File: src/rtl/gpirq_pkg.sv
package gpirq_pkg;
  localparam int WORD_W = 32;

  function automatic int words_for(input int pins);
    return (pins + WORD_W - 1) / WORD_W;
  endfunction
endpackage

File: src/rtl/gpirq_detect.sv
module gpirq_detect #(
  parameter int NUM_PINS = 40
) (
  input  logic                clk,
  input  logic                rst,
  input  logic [NUM_PINS-1:0] pin_lvl,
  input  logic [NUM_PINS-1:0] trig_lvl,
  input  logic [NUM_PINS-1:0] trig_inv,
  output logic [NUM_PINS-1:0] hit
);
  logic [NUM_PINS-1:0] prev_q;
  logic                primed_q;

  always_ff @(posedge clk) begin
    if (rst) begin
      prev_q   <= '0;
      primed_q <= 1'b0;
    end else begin
      prev_q   <= pin_lvl;
      primed_q <= 1'b1;
    end
  end

  // polarity is folded in first, so one rule serves both edges and both levels
  for (genvar i = 0; i < NUM_PINS; i++) begin : g_pin
    logic now_act, was_act;
    assign now_act = pin_lvl[i] ^ trig_inv[i];
    assign was_act = prev_q[i]  ^ trig_inv[i];
    assign hit[i]  = trig_lvl[i] ? ~now_act : (primed_q & now_act & ~was_act);
  end

  // the first sample after reset yields no edge hit
  p_no_edge_after_reset_r9: assert property (@(posedge clk) disable iff (rst)
    !primed_q |-> ((hit & ~trig_lvl) == '0));
endmodule

File: src/rtl/gpirq_regs.sv
module gpirq_regs
  import gpirq_pkg::*;
#(
  parameter int                NUM_PINS  = 40,
  parameter int                ADDR_W    = 8,
  parameter logic [ADDR_W-1:0] STAT_BASE = 8'h80,
  parameter logic [ADDR_W-1:0] EN_BASE   = 8'h90
) (
  input  logic                clk,
  input  logic                rst,
  input  logic [NUM_PINS-1:0] hit,
  input  logic                bus_wr,
  input  logic                bus_rd,
  input  logic [ADDR_W-1:0]   bus_addr,
  input  logic [WORD_W-1:0]   bus_wdata,
  output logic [WORD_W-1:0]   bus_rdata,
  output logic [NUM_PINS-1:0] status_o,
  output logic [NUM_PINS-1:0] enable_o
);
  localparam int NW   = words_for(NUM_PINS);
  localparam int NPAD = NW * WORD_W;

  logic [NUM_PINS-1:0] status_q, enable_q, clr, status_nx, enable_nx;
  logic [NPAD-1:0]     clr_pad, stat_pad, en_pad, en_pad_nx;
  logic [NW-1:0]       sel_stat, sel_en;
  logic [WORD_W-1:0]   rd_val;

  assign stat_pad = NPAD'(status_q);
  assign en_pad   = NPAD'(enable_q);

  for (genvar k = 0; k < NW; k++) begin : g_word
    assign sel_stat[k] = (bus_addr == ADDR_W'(STAT_BASE + ADDR_W'(4 * k)));
    assign sel_en[k]   = (bus_addr == ADDR_W'(EN_BASE + ADDR_W'(4 * k)));
    assign clr_pad[k*WORD_W +: WORD_W] = (bus_wr && sel_stat[k]) ? bus_wdata : '0;
  end

  assign clr = clr_pad[NUM_PINS-1:0];

  always_comb begin
    en_pad_nx = en_pad;
    for (int k = 0; k < NW; k++) begin
      if (bus_wr && sel_en[k]) en_pad_nx[k*WORD_W +: WORD_W] = bus_wdata;
    end
  end

  assign enable_nx = en_pad_nx[NUM_PINS-1:0];
  // a trigger wins over a clear of the same bit
  assign status_nx = (status_q & ~clr) | hit;

  always_comb begin
    rd_val = '0;
    for (int k = 0; k < NW; k++) begin
      if (sel_stat[k]) rd_val = stat_pad[k*WORD_W +: WORD_W];
      if (sel_en[k])   rd_val = en_pad[k*WORD_W +: WORD_W];
    end
  end

  always_ff @(posedge clk) begin
    if (rst) begin
      status_q  <= '0;
      enable_q  <= '0;
      bus_rdata <= '0;
    end else begin
      status_q <= status_nx;
      enable_q <= enable_nx;
      if (bus_rd) bus_rdata <= rd_val;
    end
  end

  assign status_o = status_q;
  assign enable_o = enable_q;

  p_set_wins_r5: assert property (@(posedge clk) disable iff (rst)
    (hit != '0) |=> ((status_q & $past(hit)) == $past(hit)));

  p_w1c_r4: assert property (@(posedge clk) disable iff (rst)
    1'b1 |=> ((status_q & $past(clr & ~hit)) == '0));

  // a captured status bit only falls through a clear
  p_hold_r1: assert property (@(posedge clk) disable iff (rst)
    1'b1 |=> ((($past(status_q) & ~status_q) & ~$past(clr)) == '0));

  p_en_reset_r9: assert property (@(posedge clk)
    rst |=> (enable_q == '0));
endmodule

File: src/rtl/gpirq_unit.sv
module gpirq_unit #(
  parameter int                NUM_PINS  = 40,
  parameter int                ADDR_W    = 8,
  parameter logic [ADDR_W-1:0] STAT_BASE = 8'h80,
  parameter logic [ADDR_W-1:0] EN_BASE   = 8'h90
) (
  input  logic                clk,
  input  logic                rst,
  input  logic [NUM_PINS-1:0] pin_lvl,
  input  logic [NUM_PINS-1:0] trig_lvl,
  input  logic [NUM_PINS-1:0] trig_inv,
  input  logic                bus_wr,
  input  logic                bus_rd,
  input  logic [ADDR_W-1:0]   bus_addr,
  input  logic [31:0]         bus_wdata,
  output logic [31:0]         bus_rdata,
  output logic                irq
);
  logic [NUM_PINS-1:0] hit, status, enable;

  gpirq_detect #(.NUM_PINS(NUM_PINS)) u_detect (
    .clk      (clk),
    .rst      (rst),
    .pin_lvl  (pin_lvl),
    .trig_lvl (trig_lvl),
    .trig_inv (trig_inv),
    .hit      (hit)
  );

  gpirq_regs #(
    .NUM_PINS (NUM_PINS),
    .ADDR_W   (ADDR_W),
    .STAT_BASE(STAT_BASE),
    .EN_BASE  (EN_BASE)
  ) u_regs (
    .clk      (clk),
    .rst      (rst),
    .hit      (hit),
    .bus_wr   (bus_wr),
    .bus_rd   (bus_rd),
    .bus_addr (bus_addr),
    .bus_wdata(bus_wdata),
    .bus_rdata(bus_rdata),
    .status_o (status),
    .enable_o (enable)
  );

  always_ff @(posedge clk) begin
    if (rst) irq <= 1'b0;
    else     irq <= |(status & enable);
  end

  // the interrupt is never raised while every enable was off
  p_irq_gated_r7: assert property (@(posedge clk) disable iff (rst)
    irq |-> ($past(enable) != '0));
endmodule

File: config.mk
export PLATFORM = sky130hd
export DESIGN_NAME = gpirq_unit
export DESIGN_NICKNAME = d
export VERILOG_FILES = /design/src/rtl/gpirq_pkg.sv /design/src/rtl/gpirq_detect.sv /design/src/rtl/gpirq_regs.sv /design/src/rtl/gpirq_unit.sv
export SDC_FILE = /design/constraint.sdc
export NUM_CORES = 1
export LEC_CHECK = 0
export BUFFER_PORTS_ARGS = -buffer_cell sky130_fd_sc_hd__buf_4
export CAP_MARGIN = 20
export CORE_MARGIN = 2
export CORE_UTILIZATION = 40
export DETAILED_ROUTE_END_ITERATION = 8
export PLACE_DENSITY = 0.66
export SYNTH_ARGS = -nofsm -noshare
export SYNTH_HDL_FRONTEND = slang
export SYNTH_HIERARCHICAL = 1
export SYNTH_SLANG_ARGS = --single-unit
File: constraint.sdc
create_clock -name clk -period 1.58 [get_ports clk]
set_clock_uncertainty 0.05 [all_clocks]
set_input_delay 0.158 -clock clk [delete_from_list [all_inputs] [get_ports clk]]
set_output_delay 0.158 -clock clk [all_outputs]
set_load 0.01 [all_outputs]
==> run_results.csv <==
group,metric,value,unit
setup_path,worstPathMaxFanout,3,
route,highest_layer,"met4",
final_layout,antennaDiodeCount,0,
hold_path,hp-class,"in -> reg",
route,route.met2.wl,10200,um
clock_tree,h-tree-depth,4,
place,portBuffers,196,
sta,fmax,695,MHz
clock_tree,cts_sinks,154,
pwr,p_leak,4.42,nW
logic_synthesis,syn_avg_cell_area,9.13,um^2
final_layout,layout.cells.non_filler,1360,
place,pre_cts_slack,-177,ps
place,place_area,0.00957,mm^2
grt,gr-usage-all-layers,0.219,
sta,rsz0062_at_grt,"false",
clock_tree,cts_tree,"done",
floorplan,coreArea,0.0187,mm^2
floorplan,rows,50,
clock_tree,worstSkewPairLatency,430,ps
logic_synthesis,synth-seq-cells,154,
sta,fin_ws,141,ps
grt,grt_max_degree,43,
clock_tree,clk_pin_slew_worst_paths,60,ps
grt,grt_pass1_wl,34800,um
logic_synthesis,synth.net_count,1000,
sta,max_slew.worst_pin.slew,363,ps
place,dp.cells,1256,
sta,finalHoldViolCount,0,
grt,grt_antenna_before_repair,0,
final_layout,finish.instance_area,0.0109,mm^2
sta,fin_crit_sh,0.911,
logic_synthesis,yosys_warnings,6,
logic_synthesis,synth-main-ff-cell,"dfxtp_1",
sta,slew_headroom,0.754,
pwr,finalPower,9.62,mW
floorplan,die_h,142,um
route,drtIter0Drc,389,
clock_tree,cts_resized,0,
route,first_pass_iters,7,
final_layout,syn2layout_area_growth,42.7,%
logic_synthesis,yosysSeqAreaShare,0.404,
logic_synthesis,synth_edf_count,0,
floorplan,start_util,0.408,
flow_run,maxCapViolations,0,
sta,fin_crit,1440,ps
grt,grt_pass1_vias,6844,
pwr,pwr_density_cell,884,mW/mm^2
pwr,ir_drop,0.784,mV
final_layout,fin_util,0.582,
route,ant_nets,0,
grt,gr-total-overflow,0,
route,routed_wl,22100,um
setup_path,startpoint_type,"flip-flop",
route,remaining_drc_errors,0,
sta,slew_violations,0,
place,place_hpwl,15600,um
setup_path,crit_chain,"a22oi_1 > nand4_1 > nor4_1 > a31oi_1",
route,wl_met1,10000,um
outcome,status,"completed",
setup_path,critPathMaxStageDelay,360,ps
setup_path,worst_ep_arrival_time,1670,ps
route,via_per_inst,5.19,
place,gp_congestion,0.873,
final_layout,nets,1277,
floorplan,dieArea,0.0202,mm^2
logic_synthesis,synth_cell_type_count,48,
setup_path,crit_type,"reg -> reg",
setup_path,worstPathRequired,1810,ps
final_layout,drive_gt1_frac,0.293,
clock_tree,numCtsBuffers,17,
clock_tree,clockBufferDepth,2,
route,met3_length,1500,um
setup_path,crit_slowest_cell,"dfxtp_1",
logic_synthesis,synth_cells,836,
sta,finalSetupViolCount,0,
logic_synthesis,async_flop_share,0,
floorplan,fp.dieW,142,um
route,routedWlPerCell,16.2,um
route,dr_total_vias,7055,
logic_synthesis,synth_area,0.00763,mm^2
setup_path,critPathCaptureType,"flip-flop",
clock_tree,cts_root_buffer,"clkbuf_16",
floorplan,io_pins,197,
[cell usage in the layout (no fill, tap or decap), drive strengths merged, types with 2 or more instances in the layout]
cell / instances
a21boi: 32
a21o: 6
a21oi: 70
a221oi: 2
a22o: 2
a22oi: 16
a2bb2oi: 2
a311oi: 6
a32o: 38
and4bb: 2
buf: 231
bufinv: 2
clkbuf: 21
clkinv: 6
clkinvlp: 4
dfxtp: 154
dlygate4sd3: 72
inv: 7
mux2: 24
mux2i: 48
nand2: 71
nand2b: 80
nand3: 2
nand4: 12
nor2: 47
nor2b: 105
nor3: 5
nor4: 2
nor4b: 2
nor4bb: 3
o2111ai: 7
o21ai: 6
o21ba: 32
[state kept, by name, indices dropped and copies added (netlist names)]
signal,flops
u_regs/enable_o,40
u_detect/prev_q,40
u_detect/primed_q,1
u_regs/bus_rdata,32
u_regs/status_o,40
irq,1
[metal layers]
layer  vias up  global-route usage
met1      3289               0.285
met4         0              0.0768
met2       219               0.353
li1       3522                   -
met5         -                   0
met3        25              0.0552
[kinds of logic (layout without fill, tap and decap cells)]
family / Yosys count / count (layout) / share of synthesized area
compound gates: 220 / 220 / 0.219
simple gates: 337 / 337 / 0.250
flops: 154 / 154 / 0.404
mux: 72 / 72 / 0.0984
buf+inv: 53 / 343 / 0.0287
[per-stage QoR]
| stage | setup TNS (ps) | hold WS (ps) |
|---|---|---|
| final | 0 | 21.8 |
| after global routing | 0 | 14.7 |
| after CTS | 0 | 6.34 |
| after detailed placement | -11310 | 339 |
| after global placement | -9550 | 336 |
| after floorplan | -67.3 | 177 |
[report_power, final]
group	switching, mW	internal, mW
clock network	1.62	2.48
registers	0.130	4.04
logic	0.522	0.824
total	2.27	7.35
[area by class of cell]
type | count | area (um^2)
Clock buffer | 21 | 480
Timing Repair Buffer | 303 | 2540
Multi-Input combinational cell | 629 | 4340
Tap cell | 234 | 293
Clock inverter | 11 | 119
Fill cell | 1630 | 7820
Inverter | 8 | 30.0
Sequential cell | 154 | 3080
[synth_stat cells, drive strengths merged (16+ instances only)]
cell / instances / area share
a21boi: 32 / 0.031
a21oi: 70 / 0.046
a22oi: 16 / 0.016
a32o: 38 / 0.050
clkbuf: 38 / 0.020
dfxtp: 154 / 0.40
mux2: 24 / 0.035
mux2i: 48 / 0.063
nand2: 71 / 0.035
nand2b: 80 / 0.066
nor2: 47 / 0.023
nor2b: 105 / 0.086
o21ba: 32 / 0.042
[worst max-delay path: cells and delay by family, from the launching register on]
kind	cells	cell delay, ps
flops	1	360
compound gates	2	450
simple gates	2	440
[what timing repair did]
action	CTS	global route
hold buffers	72	0
hold endpoints to repair	80	0
buffers inserted	0	0
[worst paths after layout]
kind                                     from                                to  slack (ps)  cells after the start
max            u_regs/status_o[38]$_SDFF_PP0_                    irq$_SDFF_PP0_         140                      4
min reg2reg  u_regs/enable_o[23]$_SDFFE_PP0P_  u_regs/enable_o[23]$_SDFFE_PP0P_         420                      2
min                                       rst  u_regs/enable_o[28]$_SDFFE_PP0P_          20                      2
max reg2reg    u_regs/status_o[38]$_SDFF_PP0_                    irq$_SDFF_PP0_         140                      4
No activity file was read; power rests on OpenSTA's default activity.
